### config.mk
export PLATFORM = sky130hd
export DESIGN_NAME = tmr_bus_regif
export DESIGN_NICKNAME = d
export VERILOG_FILES = /design/src/rtl/tmr_regif_pkg.sv /design/src/rtl/tmr_cmd_decode.sv /design/src/rtl/tmr_chan_port.sv /design/src/rtl/tmr_bus_regif.sv
export SDC_FILE = /design/constraint.sdc
export NUM_CORES = 1
export LEC_CHECK = 0
export BUFFER_PORTS_ARGS = -buffer_cell sky130_fd_sc_hd__buf_2
export CAP_MARGIN = 25
export CORE_ASPECT_RATIO = 1.5
export CORE_MARGIN = 5
export CORE_UTILIZATION = 50
export DETAILED_ROUTE_END_ITERATION = 12
export GPL_TIMING_DRIVEN = 0
export HOLD_SLACK_MARGIN = 0.05
export PLACE_DENSITY = 0.79
export SLEW_MARGIN = 20
export SYNTH_ARGS = -nofsm -noshare
export SYNTH_HDL_FRONTEND = slang
export SYNTH_SLANG_ARGS = --single-unit
### constraint.sdc
create_clock -name clk -period 4.5 [get_ports clk]
set_clock_uncertainty 0.2 [all_clocks]
set_input_delay 0.45 -clock clk [delete_from_list [all_inputs] [get_ports clk]]
set_output_delay 0.45 -clock clk [all_outputs]
set_load 0.05 [all_outputs]
### src/rtl/tmr_regif_pkg.sv
package tmr_regif_pkg;
    localparam int BYTE_W  = 8;
    localparam int CNT_W   = 2 * BYTE_W;
    localparam int NUM_CH  = 3;
    localparam int MODE_W  = 3;
    localparam int ADDR_W  = 2;

    typedef enum logic [1:0] {
        ACC_LATCH = 2'd0,
        ACC_LO    = 2'd1,
        ACC_HI    = 2'd2,
        ACC_WORD  = 2'd3
    } acc_e;

    typedef enum logic [1:0] {
        PEND_NONE = 2'd0,
        PEND_LO   = 2'd1,
        PEND_HI   = 2'd2,
        PEND_WORD = 2'd3
    } pend_e;

    typedef enum logic {
        SEQ_FIRST  = 1'b0,
        SEQ_SECOND = 1'b1
    } seq_e;

    typedef struct packed {
        logic              set_cfg;
        acc_e              acc;
        logic [MODE_W-1:0] mode;
        logic              latch_cnt;
        logic              latch_stat;
    } chan_cmd_t;
endpackage

### src/rtl/tmr_cmd_decode.sv
module tmr_cmd_decode
    import tmr_regif_pkg::*;
(
    input  logic                         wr_en,
    input  logic [ADDR_W-1:0]            wr_addr,
    input  logic [BYTE_W-1:0]            wr_data,
    output chan_cmd_t [NUM_CH-1:0]       cmd_o
);
    localparam logic [ADDR_W-1:0] CTRL_ADDR = ADDR_W'(NUM_CH);

    logic       is_ctrl;
    logic [1:0] sel;
    acc_e       acc_f;

    assign is_ctrl = wr_en && (wr_addr == CTRL_ADDR);
    assign sel     = wr_data[7:6];
    assign acc_f   = acc_e'(wr_data[5:4]);

    always_comb begin
        cmd_o = '0;
        if (is_ctrl) begin
            if (sel == 2'd3) begin
                for (int ch = 0; ch < NUM_CH; ch++) begin
                    if (wr_data[ch+1]) begin
                        cmd_o[ch].latch_cnt  = !wr_data[5];
                        cmd_o[ch].latch_stat = !wr_data[4];
                    end
                end
            end else if (acc_f == ACC_LATCH) begin
                cmd_o[sel].latch_cnt = 1'b1;
            end else begin
                cmd_o[sel].set_cfg = 1'b1;
                cmd_o[sel].acc     = acc_f;
                cmd_o[sel].mode    = wr_data[3:1];
            end
        end
    end
endmodule

### src/rtl/tmr_chan_port.sv
module tmr_chan_port
    import tmr_regif_pkg::*;
(
    input  logic              clk,
    input  logic              rst_n,
    input  chan_cmd_t         cmd,
    input  logic              wr_sel,
    input  logic [BYTE_W-1:0] wr_byte,
    input  logic              rd_sel,
    input  logic [CNT_W-1:0]  live_cnt,
    input  logic              out_lvl,
    output logic              ld_pulse,
    output logic [CNT_W-1:0]  ld_val,
    output logic [MODE_W-1:0] mode_o,
    output logic [BYTE_W-1:0] rd_byte
);
    acc_e              acc_q,   acc_d;
    logic [MODE_W-1:0] mode_q,  mode_d;
    seq_e              wseq_q,  wseq_d;
    seq_e              rseq_q,  rseq_d;
    logic [BYTE_W-1:0] wlat_q,  wlat_d;
    pend_e             cpend_q, cpend_d;
    logic [CNT_W-1:0]  csnap_q, csnap_d;
    logic              spend_q, spend_d;
    logic [BYTE_W-1:0] ssnap_q, ssnap_d;
    logic              ldp_q,   ldp_d;
    logic [CNT_W-1:0]  ldv_q,   ldv_d;

    // state register process
    always_ff @(posedge clk) begin
        if (!rst_n) begin
            acc_q   <= ACC_WORD;
            mode_q  <= '0;
            wseq_q  <= SEQ_FIRST;
            rseq_q  <= SEQ_FIRST;
            wlat_q  <= '0;
            cpend_q <= PEND_NONE;
            csnap_q <= '0;
            spend_q <= 1'b0;
            ssnap_q <= '0;
            ldp_q   <= 1'b0;
            ldv_q   <= '0;
        end else begin
            acc_q   <= acc_d;
            mode_q  <= mode_d;
            wseq_q  <= wseq_d;
            rseq_q  <= rseq_d;
            wlat_q  <= wlat_d;
            cpend_q <= cpend_d;
            csnap_q <= csnap_d;
            spend_q <= spend_d;
            ssnap_q <= ssnap_d;
            ldp_q   <= ldp_d;
            ldv_q   <= ldv_d;
        end
    end

    // next-state process
    always_comb begin
        acc_d   = acc_q;
        mode_d  = mode_q;
        wseq_d  = wseq_q;
        rseq_d  = rseq_q;
        wlat_d  = wlat_q;
        cpend_d = cpend_q;
        csnap_d = csnap_q;
        spend_d = spend_q;
        ssnap_d = ssnap_q;
        ldp_d   = 1'b0;
        ldv_d   = ldv_q;

        if (wr_sel) begin
            unique case (acc_q)
                ACC_LO: begin
                    ldp_d = 1'b1;
                    ldv_d = {{BYTE_W{1'b0}}, wr_byte};
                end
                ACC_HI: begin
                    ldp_d = 1'b1;
                    ldv_d = {wr_byte, {BYTE_W{1'b0}}};
                end
                ACC_WORD: begin
                    unique case (wseq_q)
                        SEQ_FIRST: begin
                            wlat_d = wr_byte;
                            wseq_d = SEQ_SECOND;
                        end
                        SEQ_SECOND: begin
                            ldp_d  = 1'b1;
                            ldv_d  = {wr_byte, wlat_q};
                            wseq_d = SEQ_FIRST;
                        end
                    endcase
                end
                default: ;
            endcase
        end

        if (rd_sel) begin
            if (spend_q) begin
                spend_d = 1'b0;
            end else begin
                unique case (cpend_q)
                    PEND_WORD: cpend_d = PEND_HI;
                    PEND_LO,
                    PEND_HI:   cpend_d = PEND_NONE;
                    PEND_NONE: if (acc_q == ACC_WORD)
                                   rseq_d = (rseq_q == SEQ_FIRST) ? SEQ_SECOND : SEQ_FIRST;
                endcase
            end
        end

        if (cmd.latch_cnt && (cpend_q == PEND_NONE)) begin
            cpend_d = pend_e'(acc_q);
            csnap_d = live_cnt;
        end
        if (cmd.latch_stat && !spend_q) begin
            spend_d = 1'b1;
            ssnap_d = {out_lvl, 1'b0, acc_q, mode_q, 1'b0};
        end

        if (cmd.set_cfg) begin
            acc_d  = cmd.acc;
            mode_d = cmd.mode;
            wseq_d = SEQ_FIRST;
            rseq_d = SEQ_FIRST;
        end
    end

    // output process
    always_comb begin
        rd_byte = live_cnt[BYTE_W-1:0];
        if (spend_q) begin
            rd_byte = ssnap_q;
        end else begin
            unique case (cpend_q)
                PEND_HI:         rd_byte = csnap_q[CNT_W-1:BYTE_W];
                PEND_LO,
                PEND_WORD:       rd_byte = csnap_q[BYTE_W-1:0];
                PEND_NONE: begin
                    if (acc_q == ACC_HI ||
                        (acc_q == ACC_WORD && rseq_q == SEQ_SECOND))
                        rd_byte = live_cnt[CNT_W-1:BYTE_W];
                    else
                        rd_byte = live_cnt[BYTE_W-1:0];
                end
            endcase
        end
    end

    assign ld_pulse = ldp_q;
    assign ld_val   = ldv_q;
    assign mode_o   = mode_q;

    assert_ldpulse_cause_R3: assert property (@(posedge clk) disable iff (!rst_n)
        ldp_q |-> $past(wr_sel));
    assert_word_first_quiet_R4: assert property (@(posedge clk) disable iff (!rst_n)
        (wr_sel && acc_q == ACC_WORD && wseq_q == SEQ_FIRST) |=> !ldp_q);
    assert_cfg_seq_reset_R2: assert property (@(posedge clk) disable iff (!rst_n)
        cmd.set_cfg |=> (wseq_q == SEQ_FIRST && rseq_q == SEQ_FIRST));
    assert_snap_hold_R6: assert property (@(posedge clk) disable iff (!rst_n)
        (cpend_q != PEND_NONE) |=> $stable(csnap_q));
    assert_status_drain_R8: assert property (@(posedge clk) disable iff (!rst_n)
        (rd_sel && spend_q) |=> !spend_q);
endmodule

### src/rtl/tmr_bus_regif.sv
module tmr_bus_regif
    import tmr_regif_pkg::*;
(
    input  logic                       clk,
    input  logic                       rst_n,
    input  logic                       wr_en,
    input  logic [ADDR_W-1:0]          wr_addr,
    input  logic [BYTE_W-1:0]          wr_data,
    input  logic                       rd_en,
    input  logic [ADDR_W-1:0]          rd_addr,
    output logic [BYTE_W-1:0]          rd_data,
    output logic [NUM_CH-1:0]          ld_pulse,
    output logic [NUM_CH*CNT_W-1:0]    ld_value,
    output logic [NUM_CH*MODE_W-1:0]   chan_mode,
    input  logic [NUM_CH*CNT_W-1:0]    cur_count,
    input  logic [NUM_CH-1:0]          chan_out
);
    chan_cmd_t [NUM_CH-1:0]           cmd;
    logic      [NUM_CH-1:0][BYTE_W-1:0] rd_bytes;
    logic      [BYTE_W-1:0]           rd_q;

    tmr_cmd_decode u_dec (
        .wr_en   (wr_en),
        .wr_addr (wr_addr),
        .wr_data (wr_data),
        .cmd_o   (cmd)
    );

    for (genvar g = 0; g < NUM_CH; g++) begin : g_ch
        tmr_chan_port u_port (
            .clk      (clk),
            .rst_n    (rst_n),
            .cmd      (cmd[g]),
            .wr_sel   (wr_en && wr_addr == ADDR_W'(g)),
            .wr_byte  (wr_data),
            .rd_sel   (rd_en && rd_addr == ADDR_W'(g)),
            .live_cnt (cur_count[g*CNT_W +: CNT_W]),
            .out_lvl  (chan_out[g]),
            .ld_pulse (ld_pulse[g]),
            .ld_val   (ld_value[g*CNT_W +: CNT_W]),
            .mode_o   (chan_mode[g*MODE_W +: MODE_W]),
            .rd_byte  (rd_bytes[g])
        );
    end

    always_ff @(posedge clk) begin
        if (!rst_n)
            rd_q <= '0;
        else if (rd_en)
            rd_q <= (rd_addr < ADDR_W'(NUM_CH)) ? rd_bytes[rd_addr[1:0]] : '0;
    end

    assign rd_data = rd_q;

    assert_load_onehot_R3: assert property (@(posedge clk) disable iff (!rst_n)
        $onehot0(ld_pulse));
    assert_rd_hold_R9: assert property (@(posedge clk) disable iff (!rst_n)
        !rd_en |=> $stable(rd_data));
endmodule

Yosys cells after proc, flatten, opt, wreduce, memory -nomap -nowiden:

Cells that the tools add are included.

* register bits after elaboration: 179
* bits of input ports: 67
* output and inout bits: 68
* word-level logic and storage cells: 217

* order comparisons: 4
* equal/unequal tests: 30
* mux-type cells: 69
* bitwise gates (word level): 7
* reduce and logical (&&, ||, !) cells: 73

Operator list (number)
* $pmux W16 S3: 3
* $mux W8: 9
* $pmux W8 S3: 3
* $demux W8 S2: 4
* $bwmux W24: 2
* $mux W16: 3
* $mux W24: 2
* $eq A2 B2 Y1 const B: 16
* $mux W2: 16
* $reduce_and A3 Y1: 9
* $reduce_or A2 Y1: 12
* $mux W6: 3
* $reduce_bool A3 Y1: 6
* $logic_and A1 B1 Y1: 17
* $bmux W8 S2: 1
* $eq A2 B1 Y1 const B: 8
* $logic_not A2 Y1: 6
* $mux W1: 12
* $pmux W1 S2: 6
* $pmux W2 S2: 3
* $reduce_and A2 Y1: 6
* $reduce_and A4 Y1: 3
* $reduce_bool A2 Y1: 6
* $mux W7: 1
* 9 further kinds: 26

Longest topological paths before layout:

Gate-level depths: netlist (run 1).

* word-level depth: 12
* gate-level depth with buffers: 9
* gate-level depth less buffers: 7

Hierarchy:

From an unflattened synthesis (run 1), not the netlist that was laid out.

* cell total of the unflattened synthesis: 1039
* area, all modules: 9268.9 sq um

By module, submodules not included
* tmr_chan_port at g_ch[1].u_port ...: times used 2, cells each 310, area an instance 2827.7 sq um, seq. area each 1141.1 sq um
* tmr_chan_port at g_ch[0].u_port: times used 1, cells each 310, area an instance 2826.5 sq um, seq. area each 1141.1 sq um
* tmr_bus_regif: times used 1, cells each 61, area an instance 496.7 sq um, seq. area each 160.2 sq um
* tmr_cmd_decode: times used 1, cells each 48, area an instance 290.3 sq um, seq. area each 0.0 sq um

Least setup slack after synthesis (run 1):

Ideal clock, no wire load.

* path type: flip-flop to flip-flop
* from: register g_ch[2].u_port.acc_q[0]
* to: register rd_q[1], in the netlist rd_data[1]
* library setup time: 117 ps
* arrival time: 1909 ps
* required time: 4183 ps
* path slack: 2274 ps
* stages on the path, launching flop included: 10
* buffers on the path: 2
* period minus slack after synthesis: 2226 ps
* cells stage by stage: dfxtp_1 -> inv_1 -> ha_1 -> buf_6 -> a21o_1 -> buf_6 -> mux2_4 -> a221oi_1 -> o211ai_1 -> a32o_1

* cells in the longest elaborated chain, start to end: 9
* elaborated cells on any way between the ends: 10
* classes of those cells: eq/ne (2); mux (6); reduce/logical (2)

RTL lines
* start: declaration: RTL line tmr_chan_port.sv:17 `acc_e acc_q, acc_d;`
* start signal: assignment: RTL line tmr_chan_port.sv:32 `acc_q <= ACC_WORD;`
* start signal: assignment: RTL line tmr_chan_port.sv:44 `acc_q <= acc_d;`
* $eq A2 B2 Y1: RTL line tmr_chan_port.sv:142 `(acc_q == ACC_WORD && rseq_q == SEQ_SECOND))`
* $logic_and A1 B1 Y1: RTL line tmr_chan_port.sv:142
* $logic_or A1 B1 Y1 (*): RTL line tmr_chan_port.sv:141 `if (acc_q == ACC_HI ||`
* $mux W8 (*): RTL line tmr_chan_port.sv:141
* $pmux W8 S3 (*): RTL line tmr_chan_port.sv:136 `unique case (cpend_q)`
* $mux W8 (*): RTL line tmr_chan_port.sv:133 `if (spend_q) begin`
* $bmux W8 S2 (*): RTL line tmr_bus_regif.sv:50 `rd_q <= (rd_addr < ADDR_W'(NUM_CH)) ? rd_bytes[rd_addr[1:0]] : '0;`
* $mux W8 (implied by the code) (*): RTL line tmr_bus_regif.sv:50
* $mux W8 (*): RTL line tmr_bus_regif.sv:50
* end signal: assignment: RTL line tmr_bus_regif.sv:50
* end: declaration: RTL line tmr_bus_regif.sv:20 `logic [BYTE_W-1:0] rd_q;`

Every way passes the cells marked *; elsewhere a longest branch is shown, timed or not. The select of a mux whose other input is x is not followed.
A chain may end at the register's enable or synchronous reset.

Worst setup path in the final report (run 1):

* from: register g_ch[2].u_port.acc_q[0]
* to: register rd_q[3], in the netlist rd_data[3]

Same word-level chain as after synthesis.

==> impl_metrics.py, run 1 <==
metrics = {
    "route": {
        "drt_iter0_markers": 571,
        "wire_per_inst_um": 19.1,
        "vias_per_cell": 5.74,
        "ant_nets": 0,
        "num_vias": 7728,
        "drc_errors": 0,
        "dr.pass1.iters": 5,
        "finalWirelength_um": 25700,
    },
    "placed_design": {
        "gp_congestion": 0.931,
        "portBuffers": 129,
        "hpwl_um": 18800,
        "dp_cells": 1315,
        "placed_area_um2": 9670,
    },
    "clock_tree": {
        "cts_sinks": 179,
        "clock_path_buffers": 2,
        "cts-root-buf": "clkbuf_16",
        "insertion_delay_ps": 440,
        "ctsHoldBuffers": 0,
        "cts_tree": "done",
        "post-cts-setup-buffer-count": 0,
        "htreeDepth": 4,
        "cts.clk_slew.worst_paths_ps": 70,
        "ctsResizeCount": 0,
        "numCtsBuffers": 17,
    },
    "die": {
        "start_util_pct": 50.7,
        "die_h_um": 172,
        "rows": 59,
        "coreArea_um2": 17300,
        "ios": 135,
        "die_x_um": 118,
        "dieArea_um2": 20300,
    },
    "worst_setup_path": {
        "endpoint_kind": "flop",
        "crit_type": "reg2reg",
        "critPathMaxStageDelay_ps": 450,
        "cp_max_fo": 10,
        "arrival_ps": 2860,
        "r2r_setup_slack_ps": 1770,
        "cp.required_ps": 4630,
        "worstRegToRegCells": 9,
        "rr_startpoint": "g_ch[2].u_port.acc_q[0]",
        "cp-start-kind": "flop",
        "cp_cell_sequence": "inv_1, ha_1, buf_6, a21o_1, buf_6, mux2_4, a221oi_1, o211ai_1, a32o_1",
        "crit_start": "g_ch[2].u_port.acc_q[0]",
        "rr_endpoint": "rd_data[3]",
        "worst_path_most_repeated_cell": "buf_6",
        "slowest_stage": "a221oi_1",
        "crit_end": "rd_data[3]",
    },
    "yosys": {
        "yosys.area_share.adder_pct": 3.00,
        "ys_seq_area_share_pct": 40.9,
        "ys_warn_count": 0,
        "ys.flop_type": "dfxtp_1",
        "synth_seq_cells": 179,
        "synth-async-reset-ratio_pct": 0,
        "synth-xor-area-share_pct": 0.300,
        "yosys.area_share.simple_pct": 22.1,
        "synth_mux_area_share_pct": 12.5,
        "syn_area_um2": 8750,
        "synth_edf_count": 0,
        "synth_nets": 1061,
        "syn_inst": 973,
        "syn_area_per_cell_um2": 9.00,
        "synth_top_family_by_area": "simple AND/OR/NAND/NOR gates",
        "synth_compound_area_share_pct": 15.7,
        "synth_cell_type_count": 53,
    },
    "grt": {
        "grt_overflow": 0,
        "grt_pass1_wl_um": 40200,
        "antenna_found_initial": 1,
        "grtUsageTotal_pct": 24.9,
        "grt_pass1_vias": 7700,
        "grt_max_degree": 18,
    },
    "layout": {
        "multi_input_comb_area_um2": 4700,
        "antenna_cells": 0,
        "seq_area_um2": 3580,
        "finalNonFillerCells": 1347,
        "drive_above_1_share_pct": 17.9,
        "area_growth_pct": 17.0,
        "fillers": 1515,
        "nNetsFinal": 1209,
        "stdcell_area_um2": 10200,
    },
    "timing": {
        "period_needed_ps": 2730,
        "rsz0062_at_grt": "no",
        "hold_viol_final": 0,
        "holdWs_ps": 82.9,
        "slew_headroom_pct": 30.5,
        "fin_crit_sh_pct": 60.7,
        "max_freq_ghz": 0.366,
        "worst_pin_slew_ps": 1030,
        "slew_violations": 0,
        "tns_ps": 0,
        "setup_viol": 0,
    },
    "hold_path": {
        "hold_path.class": "in2reg",
    },
    "pwr": {
        "pwr-share-seq_pct": 47.0,
        "combinationalPowerShare_pct": 10.4,
        "power-per-cell-area_nw_per_um2": 338,
        "leakage_nw": 4.32,
        "clockPowerShare_pct": 42.6,
        "ir_drop_mv": 0.278,
        "sw_frac_of_total_pct": 27.1,
        "internal_power_w": 0.00252,
        "p_sw_w": 0.000939,
    },
    "run": {
        "max-cap-violations": 0,
    },
    "run_status": {
        "status": "finished, final reports clean",
    },
}
[sequential cells by signal, summed over array words and instances, names as in the netlist]
| register | cells |
|---|---|
| g_ch.u_port.csnap_q | 48 |
| g_ch.u_port.ld_val | 48 |
| g_ch.u_port.wlat_q | 24 |
| g_ch.u_port.ssnap_q | 18 |
| g_ch.u_port.mode_o | 9 |
| rd_data | 8 |
| g_ch.u_port.acc_q | 6 |
| g_ch.u_port.cpend_q | 6 |
| g_ch.u_port.ld_pulse | 3 |
| g_ch.u_port.rseq_q | 3 |
| g_ch.u_port.spend_q | 3 |
| g_ch.u_port.wseq_q | 3 |
[stage by stage]
step | utilization [%] | setup slack (ps) | power [W]
2_1_floorplan | - | 2270 | 0.00189
3_3_place_gp | 56.0 | 1880 | 0.00201
3_5_place_dp | 56.0 | 1810 | 0.00202
4_1_cts | 59.3 | 1800 | 0.00346
5_1_grt | 59.3 | 1620 | 0.00355
6_report | 59.3 | 1770 | 0.00346
[cells in the mapped netlist (6+ instances only)]
cell type | instances | area, µm²
dfxtp_1 | 179 | 3580
nor2b_1 | 101 | 632
nand2_1 | 97 | 364
mux2i_1 | 95 | 951
nand3_1 | 66 | 330
clkbuf_1 | 58 | 218
a21oi_1 | 53 | 265
a21boi_0 | 35 | 263
nor3b_1 | 30 | 225
o21ai_0 | 27 | 135
inv_1 | 24 | 90.1
o211a_1 | 24 | 240
nor2_1 | 22 | 82.6
ha_1 | 21 | 263
buf_2 | 13 | 65.1
a221oi_1 | 12 | 105
nand3b_1 | 8 | 60.1
a31oi_1 | 7 | 43.8
buf_4 | 6 | 45.0
mux2_4 | 6 | 90.1
or2_2 | 6 | 37.5
[how the worst min path moves through the flow]
stage | slack [ps] | from | cells after the start | end
after global routing | 90 | cur_count[1] | 3 | g_ch[0].u_port.csnap_q[1]
after detailed placement | 260 | g_ch[2].u_port.ld_val[11] | 2 | g_ch[2].u_port.ld_val[11]
after global placement | 250 | rd_data[5] | 1 | rd_data[5]
final | 80 | cur_count[33] | 3 | g_ch[2].u_port.csnap_q[1]
after floorplan | 260 | g_ch[0].u_port.wlat_q[0] | 2 | g_ch[0].u_port.wlat_q[0]
after CTS | 80 | cur_count[33] | 3 | g_ch[2].u_port.csnap_q[1]
[layout make-up]
| type | count | share of cell area (%) |
|---|---|---|
| inverters | 25 | 0.916 |
| repair buffers | 129 | 6.30 |
| multi-input cells | 684 | 45.9 |
| clock inverters | 15 | 1.44 |
| clock buffers | 17 | 4.15 |
| flip-flops and latches | 179 | 35.0 |
| well taps | 213 | 2.60 |
| plain buffers | 85 | 3.71 |
[power by group through the flow]
stage | Sequential (W) | Combinational [W] | Clock, W
final | 0.00163 | 0.000359 | 0.00147
after global routing | 0.00163 | 0.000384 | 0.00154
after CTS | 0.00163 | 0.000355 | 0.00148
after detailed placement | 0.00166 | 0.000353 | 0
after global placement | 0.00166 | 0.000349 | 0
after floorplan | 0.00170 | 0.000192 | 0
[critical path: cells and delay by family (launching register included)]
kind | cells | cell delay, ps
adder cells (fa/ha/maj) | 1 | 210
AO/OA/AOI/OAI | 4 | 1120
multiplexers | 1 | 290
buffers and inverters | 3 | 370
flip-flops | 1 | 420
[kinds of logic (layout without fill, tap and decap cells)]
group / count (synthesis) / after routing
fa+ha+maj: 21 / 21
xor+xnor: 3 / 3
mux: 106 / 106
flops: 179 / 179
simple gates: 357 / 357
buf+inv: 110 / 271
compound gates: 197 / 197
[metal layers]
layer / GRT usage [%] / wire length [µm] / up-vias
met5: 0 / 20 / -
met2: 43.5 / 12800 / 275
met1: 28.3 / 10400 / 3678
li1: - / - / 3697
met4: 14.4 / 1270 / 2
met3: 4.88 / 1230 / 76
[cells in the final DEF, fill, tap and decap left out, drive strengths merged, types with 3 or more instances in the layout]
master and instances:
dfxtp 179, buf 156, nor2b 101, nand2 97, mux2i 95, clkbuf 75
nand3 66, a21oi 53, a21boi 36, nor3b 31, inv 31, o21ai 28
o211a 24, nor2 22, ha 21, a221oi 12, mux2 11, nand3b 8
a31oi 7, or2 6, o21a 5, and2 5, nand2b 5, clkinvlp 5
o2111ai 3, a221o 3, o211ai 3, o311ai 3, a32o 3, a311oi 3
a2111oi 3, o41ai 3, nor4b 3, xor2 3, nor3 3, a21o 3
clkinv 3
(Power assumes the default switching activity.)
==> inputs of run 2 (changes only) <==
==> constraint.sdc (replaced) <==
create_clock -name clk -period 2.75 [get_ports clk]
set_clock_uncertainty 0.2 [all_clocks]
set_input_delay 0.275 -clock clk [delete_from_list [all_inputs] [get_ports clk]]
set_output_delay 0.275 -clock clk [all_outputs]
set_load 0.05 [all_outputs]
==> run 2 against run 1 <==
Net effect:
- clock-buffer cell count unchanged
- worst setup slack lost 1600 ps
- power up 66%
- global-route usage rose by 0.92 points
- sequential cell count stayed put
- sequential power increased by 63%
- critical endpoint is now rd_data[1]
- utilization grew 3.2 points
- register-to-register slack got worse by 1600 ps
- die area unchanged
==> impl_metrics.py, run 2 (synthesis results as in run 1) <==
metrics = {
    "layout": {
        "final_common_cell": "dfxtp_1",
        "drive_above_1_share_pct": 17.5,
        "antenna_cells": 0,
        "nNetsFinal": 1263,
        "area_growth_pct": 23.3,
        "final_cell_mix": "dfxtp_1, buf_2, nor2b_1",
    },
    "timing": {
        "period_needed_ps": 2620,
        "max_freq_ghz": 0.382,
        "setup_viol": 0,
        "fin_crit_sh_pct": 95.3,
        "slew_violations": 0,
        "tns_ps": 0,
        "rsz0062_at_grt": "no",
        "worst_pin_slew_ps": 951,
        "hold_viol_final": 0,
        "slew_headroom_pct": 35.7,
    },
    "die": {
        "ios": 135,
        "rows": 59,
        "start_util_pct": 50.7,
        "die_x_um": 118,
        "dieArea_um2": 20300,
        "die_h_um": 172,
        "coreArea_um2": 17300,
    },
    "worst_setup_path": {
        "endpoint_kind": "flop",
        "crit_type": "reg2reg",
        "cp.required_ps": 2880,
        "cp-start-kind": "flop",
        "arrival_ps": 2750,
        "cp_max_fo": 10,
    },
    "grt": {
        "grt_max_degree": 18,
        "grt_overflow": 0,
        "grtUsageTotal_pct": 25.8,
        "grt_pass1_vias": 8010,
        "grt_pass1_wl_um": 41900,
        "antenna_found_initial": 0,
    },
    "pwr": {
        "ir_drop_mv": 0.459,
        "power-per-cell-area_nw_per_um2": 531,
        "p_total_w": 0.00573,
        "leakage_nw": 4.56,
    },
    "clock_tree": {
        "cts_sinks": 179,
        "insertion_delay_ps": 440,
        "cts.clk_slew.worst_paths_ps": 70,
        "post-cts-setup-buffer-count": 0,
        "cts_tree": "done",
        "clock_path_buffers": 2,
        "htreeDepth": 4,
        "numCtsBuffers": 17,
        "cts-root-buf": "clkbuf_16",
    },
    "route": {
        "drc_errors": 0,
        "wire_per_inst_um": 18.9,
        "num_vias": 8039,
        "finalWirelength_um": 26400,
        "drt_iter0_markers": 586,
        "vias_per_cell": 5.74,
        "dr.pass1.iters": 5,
        "ant_nets": 0,
    },
    "placed_design": {
        "hpwl_um": 18800,
        "gp_congestion": 0.931,
        "portBuffers": 129,
    },
    "hold_path": {
        "hold_path.class": "in2reg",
    },
    "run_status": {
        "status": "finished, final reports clean",
    },
    "run": {
        "max-cap-violations": 0,
    },
}
==> run 2: cell types whose count changed in the layout (fill, tap and decap cells not counted), sizes merged <==
| cell | delta |
|---|---|
| dlygate4sd3 | +54 |
==> run 2: through the flow <==
step	hold WS (ps)	cells	area (µm²)	util (%)	worst slack (ps)
final	76.5	1401	10800	62.5	129
after detailed placement	257	1315	9670	56.0	62.4
after floorplan	241	973	8750	-	524
after global routing	96.3	1401	10800	62.5	2.47
after global placement	251	1315	9670	56.0	127
after CTS	61.1	1401	10800	62.4	45.0
==> run 2: where the power goes <==
group          internal [W]  switching [W]  total (W)
Sequential          0.00263      0.0000295    0.00266
Clock               0.00127        0.00114    0.00241
Combinational      0.000270       0.000380   0.000651
==> run 2: layout make-up <==
type	count	area, µm²
clock buffers	17	425
inverters	25	93.8
fillers	1445	6480
clock inverters	15	148
plain buffers	85	384
multi-input cells	684	4710
repair buffers	183	1190
well taps	213	267
flip-flops and latches	179	3580
==> run 2: worst paths after layout <==
| kind | slack (ps) | endpoint | depth (start not counted) | startpoint |
|---|---|---|---|---|
| worst max-delay path | 130 | rd_data[1] | 9 | g_ch[2].u_port.acc_q[0] |
| worst min-delay path | 80 | g_ch[1].u_port.ld_pulse | 3 | wr_addr[1] |
| worst max register to register | 130 | rd_data[1] | 9 | g_ch[2].u_port.acc_q[0] |
| worst min register to register | 260 | g_ch[0].u_port.ld_val[13] | 2 | g_ch[0].u_port.ld_val[13] |
==> run 2: routing by layer <==
layer	track usage [%]	wire (µm)	vias to the layer above	part of all wire, %
met3	5.01	1490	91	5.6
met4	15.1	1380	0	5.2
met2	45.4	13200	354	50
met1	29.1	10300	3790	39
met5	0	0	-	0
li1	-	-	3804	-
==> run 2: worst max-delay path: stages (launching register included) <==
cell and delay, ps:
dfxtp_1 420, inv_1 90, ha_1 210, buf_6 140, a21o_1 160, buf_6 140, mux2_4 290, a221oi_1 350
o211ai_1 220, a32o_1 290
==> run 2: timing repair <==
| action | CTS | global route |
|---|---|---|
| hold buffers | 54 | 0 |
| resized for setup | 0 | 8 |
| setup endpoints to repair | 0 | 17 |
| hold endpoints to repair | 53 | 0 |
